File: config.mk
export PLATFORM = sky130hd
export DESIGN_NAME = mdio_mgmt_master
export DESIGN_NICKNAME = d
export VERILOG_FILES = /design/src/rtl/mdio_pkg.sv /design/src/rtl/mdio_clkgen.sv /design/src/rtl/mdio_frame_eng.sv /design/src/rtl/mdio_mgmt_master.sv
export SDC_FILE = /design/constraint.sdc
export NUM_CORES = 1
export LEC_CHECK = 0
export BUFFER_PORTS_ARGS = -buffer_cell sky130_fd_sc_hd__buf_2
export CORE_ASPECT_RATIO = 0.8
export CORE_MARGIN = 2
export CORE_UTILIZATION = 49
export CTS_BUF_LIST = sky130_fd_sc_hd__clkbuf_4
export DETAILED_ROUTE_END_ITERATION = 10
export PLACE_DENSITY = 0.86
export SYNTH_ARGS = -nofsm -noshare
export SYNTH_HDL_FRONTEND = slang
export SYNTH_SLANG_ARGS = --single-unit
File: constraint.sdc
create_clock -name clk -period 5.3 [get_ports clk]
set_input_delay 0.795 -clock clk [delete_from_list [all_inputs] [get_ports clk]]
set_output_delay 0.795 -clock clk [all_outputs]
set_load 0.03 [all_outputs]
File: src/rtl/mdio_pkg.sv
package mdio_pkg;
    localparam int CMD_W        = 32;
    localparam int DATA_W       = 16;
    localparam int EVT_W        = 32;
    localparam int EVT_DONE_BIT = 23;
    localparam int OP_HI        = 29;
    localparam int OP_LO        = 28;
    localparam int TA_LO_BIT    = 16;
    localparam logic [1:0] OP_RD = 2'b10;
endpackage

File: src/rtl/mdio_clkgen.sv
module mdio_clkgen #(
    parameter int SPD_W = 6
) (
    input  logic             clk,
    input  logic             rst_n,
    input  logic             run_i,
    input  logic [SPD_W-1:0] speed_i,
    output logic             mdc_o,
    output logic             rise_o,
    output logic             fall_o
);
    typedef struct packed {
        logic [SPD_W-1:0] cnt;
        logic             mdc;
    } gen_t;

    gen_t gen_d, gen_q;

    always_comb begin
        gen_d  = gen_q;
        rise_o = 1'b0;
        fall_o = 1'b0;
        if (!run_i || speed_i == '0) begin
            gen_d.cnt = '0;
            gen_d.mdc = 1'b0;
        end else if (gen_q.cnt == speed_i - SPD_W'(1)) begin
            gen_d.cnt = '0;
            gen_d.mdc = !gen_q.mdc;
            rise_o    = !gen_q.mdc;
            fall_o    = gen_q.mdc;
        end else begin
            gen_d.cnt = gen_q.cnt + SPD_W'(1);
        end
    end

    always_ff @(posedge clk or negedge rst_n) begin
        if (!rst_n) gen_q <= '0;
        else        gen_q <= gen_d;
    end

    assign mdc_o = gen_q.mdc;

    // the line rests low whenever the engine is not running
    p_mdc_rest_low_r8: assert property (@(posedge clk) disable iff (!rst_n)
        (!run_i || speed_i == '0) |=> !mdc_o);

    // the half-period counter never passes the divisor
    p_half_period_r4: assert property (@(posedge clk) disable iff (!rst_n)
        (run_i && speed_i != '0) |-> (gen_q.cnt < speed_i));
endmodule

File: src/rtl/mdio_frame_eng.sv
module mdio_frame_eng
    import mdio_pkg::*;
#(
    parameter int PRE_LEN = 32
) (
    input  logic              clk,
    input  logic              rst_n,
    input  logic              start_i,
    input  logic [CMD_W-1:0]  word_i,
    input  logic              rise_i,
    input  logic              fall_i,
    input  logic              mdio_i,
    output logic              busy_o,
    output logic              done_o,
    output logic              rd_op_o,
    output logic [DATA_W-1:0] rd_data_o,
    output logic              mdio_o,
    output logic              mdio_oe_o
);
    localparam int FRAME_LEN = PRE_LEN + CMD_W;
    localparam int POS_W     = $clog2(FRAME_LEN);
    localparam int REL_POS   = PRE_LEN + CMD_W - 1 - TA_LO_BIT;
    localparam int DAT_POS   = REL_POS + 1;
    localparam int LAST_POS  = FRAME_LEN - 1;

    typedef struct packed {
        logic              busy;
        logic [POS_W-1:0]  pos;
        logic [CMD_W-1:0]  word;
        logic [DATA_W-1:0] rx;
        logic              mo;
        logic              oe;
    } eng_t;

    eng_t eng_d, eng_q;
    logic is_rd;
    int   nxt;

    function automatic logic stream_bit(input logic [CMD_W-1:0] w, input int p);
        if (p < PRE_LEN) return 1'b1;
        return w[CMD_W - 1 - (p - PRE_LEN)];
    endfunction

    assign is_rd = (eng_q.word[OP_HI:OP_LO] == OP_RD);

    always_comb begin
        eng_d  = eng_q;
        done_o = 1'b0;
        nxt    = int'(eng_q.pos) + 1;
        if (!eng_q.busy) begin
            if (start_i) begin
                eng_d.busy = 1'b1;
                eng_d.pos  = '0;
                eng_d.word = word_i;
                eng_d.rx   = '0;
                eng_d.mo   = stream_bit(word_i, 0);
                eng_d.oe   = 1'b1;
            end
        end else begin
            if (rise_i && is_rd && int'(eng_q.pos) >= DAT_POS)
                eng_d.rx = {eng_q.rx[DATA_W-2:0], mdio_i};
            if (fall_i) begin
                if (int'(eng_q.pos) == LAST_POS) begin
                    eng_d.busy = 1'b0;
                    eng_d.oe   = 1'b0;
                    eng_d.mo   = 1'b1;
                    done_o     = 1'b1;
                end else begin
                    eng_d.pos = eng_q.pos + POS_W'(1);
                    eng_d.mo  = stream_bit(eng_q.word, nxt);
                    eng_d.oe  = !(is_rd && nxt >= REL_POS);
                end
            end
        end
    end

    always_ff @(posedge clk or negedge rst_n) begin
        if (!rst_n) begin
            eng_q      <= '0;
            eng_q.mo   <= 1'b1;
        end else begin
            eng_q <= eng_d;
        end
    end

    assign busy_o    = eng_q.busy;
    assign rd_op_o   = is_rd;
    assign rd_data_o = eng_q.rx;
    assign mdio_o    = eng_q.mo;
    assign mdio_oe_o = eng_q.oe;

    // preamble positions always drive a one
    p_preamble_ones_r3: assert property (@(posedge clk) disable iff (!rst_n)
        (eng_q.busy && int'(eng_q.pos) < PRE_LEN) |-> (mdio_o && mdio_oe_o));

    // the line only moves together with a falling MDC edge
    p_bit_hold_r4: assert property (@(posedge clk) disable iff (!rst_n)
        (eng_q.busy && $past(eng_q.busy) && !$past(fall_i))
            |-> ($stable(mdio_o) && $stable(mdio_oe_o)));

    // read frames release the line from the second turnaround bit on
    p_read_release_r5: assert property (@(posedge clk) disable iff (!rst_n)
        (eng_q.busy && is_rd && int'(eng_q.pos) >= REL_POS) |-> !mdio_oe_o);

    // other frames drive every bit, and idle never drives
    p_write_drive_r5: assert property (@(posedge clk) disable iff (!rst_n)
        (eng_q.busy && !is_rd) |-> mdio_oe_o);
    p_idle_float_r5: assert property (@(posedge clk) disable iff (!rst_n)
        !eng_q.busy |-> !mdio_oe_o);
endmodule

File: src/rtl/mdio_mgmt_master.sv
module mdio_mgmt_master
    import mdio_pkg::*;
#(
    parameter int SPD_W   = 6,
    parameter int PRE_LEN = 32
) (
    input  logic        clk,
    input  logic        rst_n,
    input  logic        cmd_we,
    input  logic [31:0] cmd_wdata,
    input  logic        spd_we,
    input  logic [31:0] spd_wdata,
    input  logic        evt_we,
    input  logic [31:0] evt_wdata,
    input  logic        mdio_i,
    output logic [31:0] cmd_rdata,
    output logic [31:0] evt_rdata,
    output logic        busy,
    output logic        mdc,
    output logic        mdio_o,
    output logic        mdio_oe
);
    typedef struct packed {
        logic [CMD_W-1:0] cmd;
        logic [SPD_W-1:0] spd;
        logic             evt;
    } regs_t;

    regs_t regs_d, regs_q;
    logic accept, eng_busy, eng_done, eng_rd, rise, fall;
    logic [DATA_W-1:0] eng_rx;

    assign accept = cmd_we && !eng_busy && (regs_q.spd != '0);

    always_comb begin
        regs_d = regs_q;
        if (accept)
            regs_d.cmd = cmd_wdata;
        if (spd_we && !eng_busy)
            regs_d.spd = spd_wdata[SPD_W:1];
        if (evt_we && evt_wdata[EVT_DONE_BIT])
            regs_d.evt = 1'b0;
        if (eng_done) begin
            regs_d.evt = 1'b1;
            if (eng_rd)
                regs_d.cmd[DATA_W-1:0] = eng_rx;
        end
    end

    always_ff @(posedge clk or negedge rst_n) begin
        if (!rst_n) regs_q <= '0;
        else        regs_q <= regs_d;
    end

    mdio_clkgen #(.SPD_W(SPD_W)) u_clk (
        .clk     (clk),
        .rst_n   (rst_n),
        .run_i   (eng_busy),
        .speed_i (regs_q.spd),
        .mdc_o   (mdc),
        .rise_o  (rise),
        .fall_o  (fall)
    );

    mdio_frame_eng #(.PRE_LEN(PRE_LEN)) u_eng (
        .clk       (clk),
        .rst_n     (rst_n),
        .start_i   (accept),
        .word_i    (cmd_wdata),
        .rise_i    (rise),
        .fall_i    (fall),
        .mdio_i    (mdio_i),
        .busy_o    (eng_busy),
        .done_o    (eng_done),
        .rd_op_o   (eng_rd),
        .rd_data_o (eng_rx),
        .mdio_o    (mdio_o),
        .mdio_oe_o (mdio_oe)
    );

    always_comb begin
        evt_rdata               = '0;
        evt_rdata[EVT_DONE_BIT] = regs_q.evt;
    end

    assign cmd_rdata = regs_q.cmd;
    assign busy      = eng_busy;

    // the end of busy always leaves the done flag set
    p_done_flag_r7: assert property (@(posedge clk) disable iff (!rst_n)
        $fell(busy) |-> evt_rdata[EVT_DONE_BIT]);

    // the command word written for the frame is not overwritten mid-flight
    p_cmd_hold_r9: assert property (@(posedge clk) disable iff (!rst_n)
        (busy && $past(busy)) |-> $stable(regs_q.cmd[CMD_W-1:DATA_W]));

    // a zero divisor never coexists with a running frame
    p_zero_spd_idle_r8: assert property (@(posedge clk) disable iff (!rst_n)
        (regs_q.spd == '0) |-> !busy);

    // the divisor stays fixed while a frame runs
    p_spd_hold_r10: assert property (@(posedge clk) disable iff (!rst_n)
        (busy && $past(busy)) |-> $stable(regs_q.spd));
endmodule

==> flow_metrics.tcl <==
set metrics [dict create \
    status "complete, no violations" \
    grt_setup_unrepaired "no" \
    cts_made_buffers 9 \
    synth_seq_cells 103 \
    syn_area_per_cell_um2 9.36 \
    place_hpwl_um 7400 \
    syn2layout_area_growth_pct 5.84 \
    grt_pass1_vias 3676 \
    synth-seq-area-share 0.499 \
    finalNonFillerCells 731 \
    whs_ns 0.415 \
    utilization 0.534 \
    core-area_um2 10200 \
    via_per_inst 5.17 \
    wl_met3_um 639 \
    slew_viol_final 0 \
    worst_hold_path_type "input port to asynchronous set/reset pin" \
    htreeDepth 3 \
    track_usage 0.194 \
    start_util 0.505 \
    p_comb_frac 0.366 \
    cts_max_path_buffers 2 \
    path_clk_slew_ns 0.17 \
    endpoint_kind "flip-flop" \
    period_minus_slack_ns 3.53 \
    drive_gt1_frac 0.198 \
    timing.slew.headroom 0.222 \
    fmax_ghz 0.283 \
    io_buffers 81 \
    p_sw_mw 1.04 \
    fin_area_um2 5470 \
    finalSetupViolCount 0 \
    routed-wl-met2_um 5070 \
    p_sw_frac 0.402 \
    required_ns 5.61 \
    grt_max_degree 66 \
    r2r_slack_ns 1.77 \
    max_slew.worst_pin.slew_ns 1.16 \
    fin_crit_sh 0.667 \
    peakVddDrop_uv 229 \
    ys_warn_count 0 \
    wl_met1_um 4670 \
    drt_iter0_drc 311 \
    clk_latency_ns 0.45 \
    synth_cell_types 46 \
    setup_ws_ns 1.77 \
    gp_congestion 0.836 \
    wl_um 10600 \
    seq_power_share 0.463 \
    postPlaceCellArea_um2 5310 \
    cts_setup_buffers 0 \
    synthFlopType "dfrtp_1" \
    drc 0 \
    start_kind "flip-flop" \
    final_nets 693 \
    dp.cells 715 \
    finalPower_mw 2.58 \
    synth_edf_count 0 \
    r2r_end "u_eng.rd_data_o[0]$_DFFE_PN0P_" \
    reg2reg_from "regs_q[3]$_DFFE_PN0P_" \
    cts_resized 0 \
    cap_violations 0 \
    ioPinCount 170 \
    cts_tree "yes" \
    rows 33 \
    arrival_ns 3.84 \
    topRoutingLayerUsed "met4" \
    clock_skew_ns 0.0280 \
    ys_async_sr_fraction 1.00 \
    die_y_um 95.8 \
    antennaDiodeCount 0 \
    internal_power_mw 1.54 \
    reg2regPathDepth 6 \
    powerDensity_nw_per_um2 471 \
    cts-root-buf "clkbuf_4" \
    hold_buffers 0 \
    synth_area_um2 5170 \
    setup-tns-final_ns 0 \
    hold_viol 0 \
    netlist_instances 552 \
    die_x_um 119 \
    firstDrtPassIters 6 \
    pwr-share-clk 0.171 \
    cts.sinks 103 \
    dp_slack_ns 1.78 \
    path_class "flip-flop to flip-flop" \
    path_max_fanout 32 \
    vias 3777 \
    ant_nets 0 \
    gr-total-overflow 0 \
    leakage_nw 2.80 \
    avgRoutedWirePerCell_um 14.5 \
    grt_pass1_wl_um 17700 \
    die_area_um2 11400 \
    antenna_found_initial 0 \
]
==> cell type report <==
class,instances,area (um2)
Inverter,4,15.0
Clock inverter,6,86.3
Fill cell,939,4770
Sequential cell,103,2580
Multi-Input combinational cell,383,2100
Tap cell,140,175
Timing Repair Buffer,85,438
Clock buffer,10,75.1
==> flip-flops by register name, indices dropped and copies added (netlist names) <==
signal           cells
u_clk.mdc_o          1
u_eng.mdio_o         1
evt_rdata            1
u_clk.gen_q          6
u_eng.busy_o         1
u_eng.rd_data_o     16
u_eng.eng_q         38
u_eng.mdio_oe_o      1
regs_q               6
cmd_rdata           32
==> cell families (layout without fill, tap and decap cells) <==
| logic type | count (synthesis) | in the layout | synth area share |
|---|---|---|---|
| AOI/OAI and AO/OA | 53 | 53 | 0.0710 |
| and+or+nand+nor | 258 | 258 | 0.214 |
| buffers and inverters | 96 | 105 | 0.116 |
| DFF | 103 | 103 | 0.499 |
| adders and majority gates | 5 | 5 | 0.0121 |
| other | 1 | 31 | 0.000726 |
| xor gates and xnor gates | 15 | 15 | 0.0254 |
| muxes | 21 | 21 | 0.0613 |
==> worst max path at each step <==
stage / startpoint / slack (ns) / to
finish: regs_q[3]$_DFFE_PN0P_ / 1.77 / u_eng.rd_data_o[0]$_DFFE_PN0P_
global route: regs_q[3]$_DFFE_PN0P_ / 1.42 / u_eng.rd_data_o[8]$_DFFE_PN0P_
CTS: regs_q[3]$_DFFE_PN0P_ / 1.79 / u_eng.rd_data_o[0]$_DFFE_PN0P_
detailed placement: regs_q[3]$_DFFE_PN0P_ / 1.78 / u_eng.rd_data_o[0]$_DFFE_PN0P_
global placement: regs_q[3]$_DFFE_PN0P_ / 1.98 / u_eng.rd_data_o[13]$_DFFE_PN0P_
floorplan: u_eng.eng_q[50]$_DFFE_PN0P_ / 2.69 / u_eng.mdio_o$_DFFE_PN1P_
==> layer usage <==
layer  vias to the layer above  track usage
met5                         -            0
met4                         0       0.0595
met3                        22       0.0521
met2                       142        0.321
met1                      1823        0.253
li1                       1790            -
==> synth_stat cells, drive strengths merged, types with 5 or more instances <==
master  instances  share of area
xnor2          12          0.020
mux2            5          0.011
mux4            8          0.035
mux2i           8          0.016
nand3          40          0.039
o21a           16          0.023
nor2           10         0.0073
dfrtp         102           0.49
buf            70          0.097
nand2         176           0.13
clkbuf         22          0.016
o21ai          20          0.019
ha              5          0.012
==> power by group through the flow <==
| stage | clock network (mW) | logic, mW | registers (mW) |
|---|---|---|---|
| after detailed placement | 0 | 0.951 | 1.21 |
| after floorplan | 0 | 0.869 | 1.15 |
| after CTS | 0.454 | 0.953 | 1.19 |
| final | 0.441 | 0.943 | 1.19 |
| after global routing | 0.490 | 1.04 | 1.22 |
| after global placement | 0 | 0.916 | 1.19 |
==> cell usage in the layout, fill, tap and decap left out, drive strengths merged, types with 4 or more instances in the layout <==
master,instances
nor2b,4
nand2,176
dfrtp,102
mux2,5
ha,5
o21a,16
nor2,10
nand4,4
o21ai,20
nand3,40
mux4,8
nand2b,4
conb,31
xnor2,12
clkbuf,10
mux2i,8
buf,85
inv,7
==> critical path: stages (launching register included) <==
cell	delay, ns
dfrtp_1	0.49
or3_1	0.43
or4_1	0.47
a2111oi_4	0.49
nand4_1	0.99
nand3_1	0.40
o21ai_0	0.12
No activity file was read; power rests on OpenSTA's default activity.
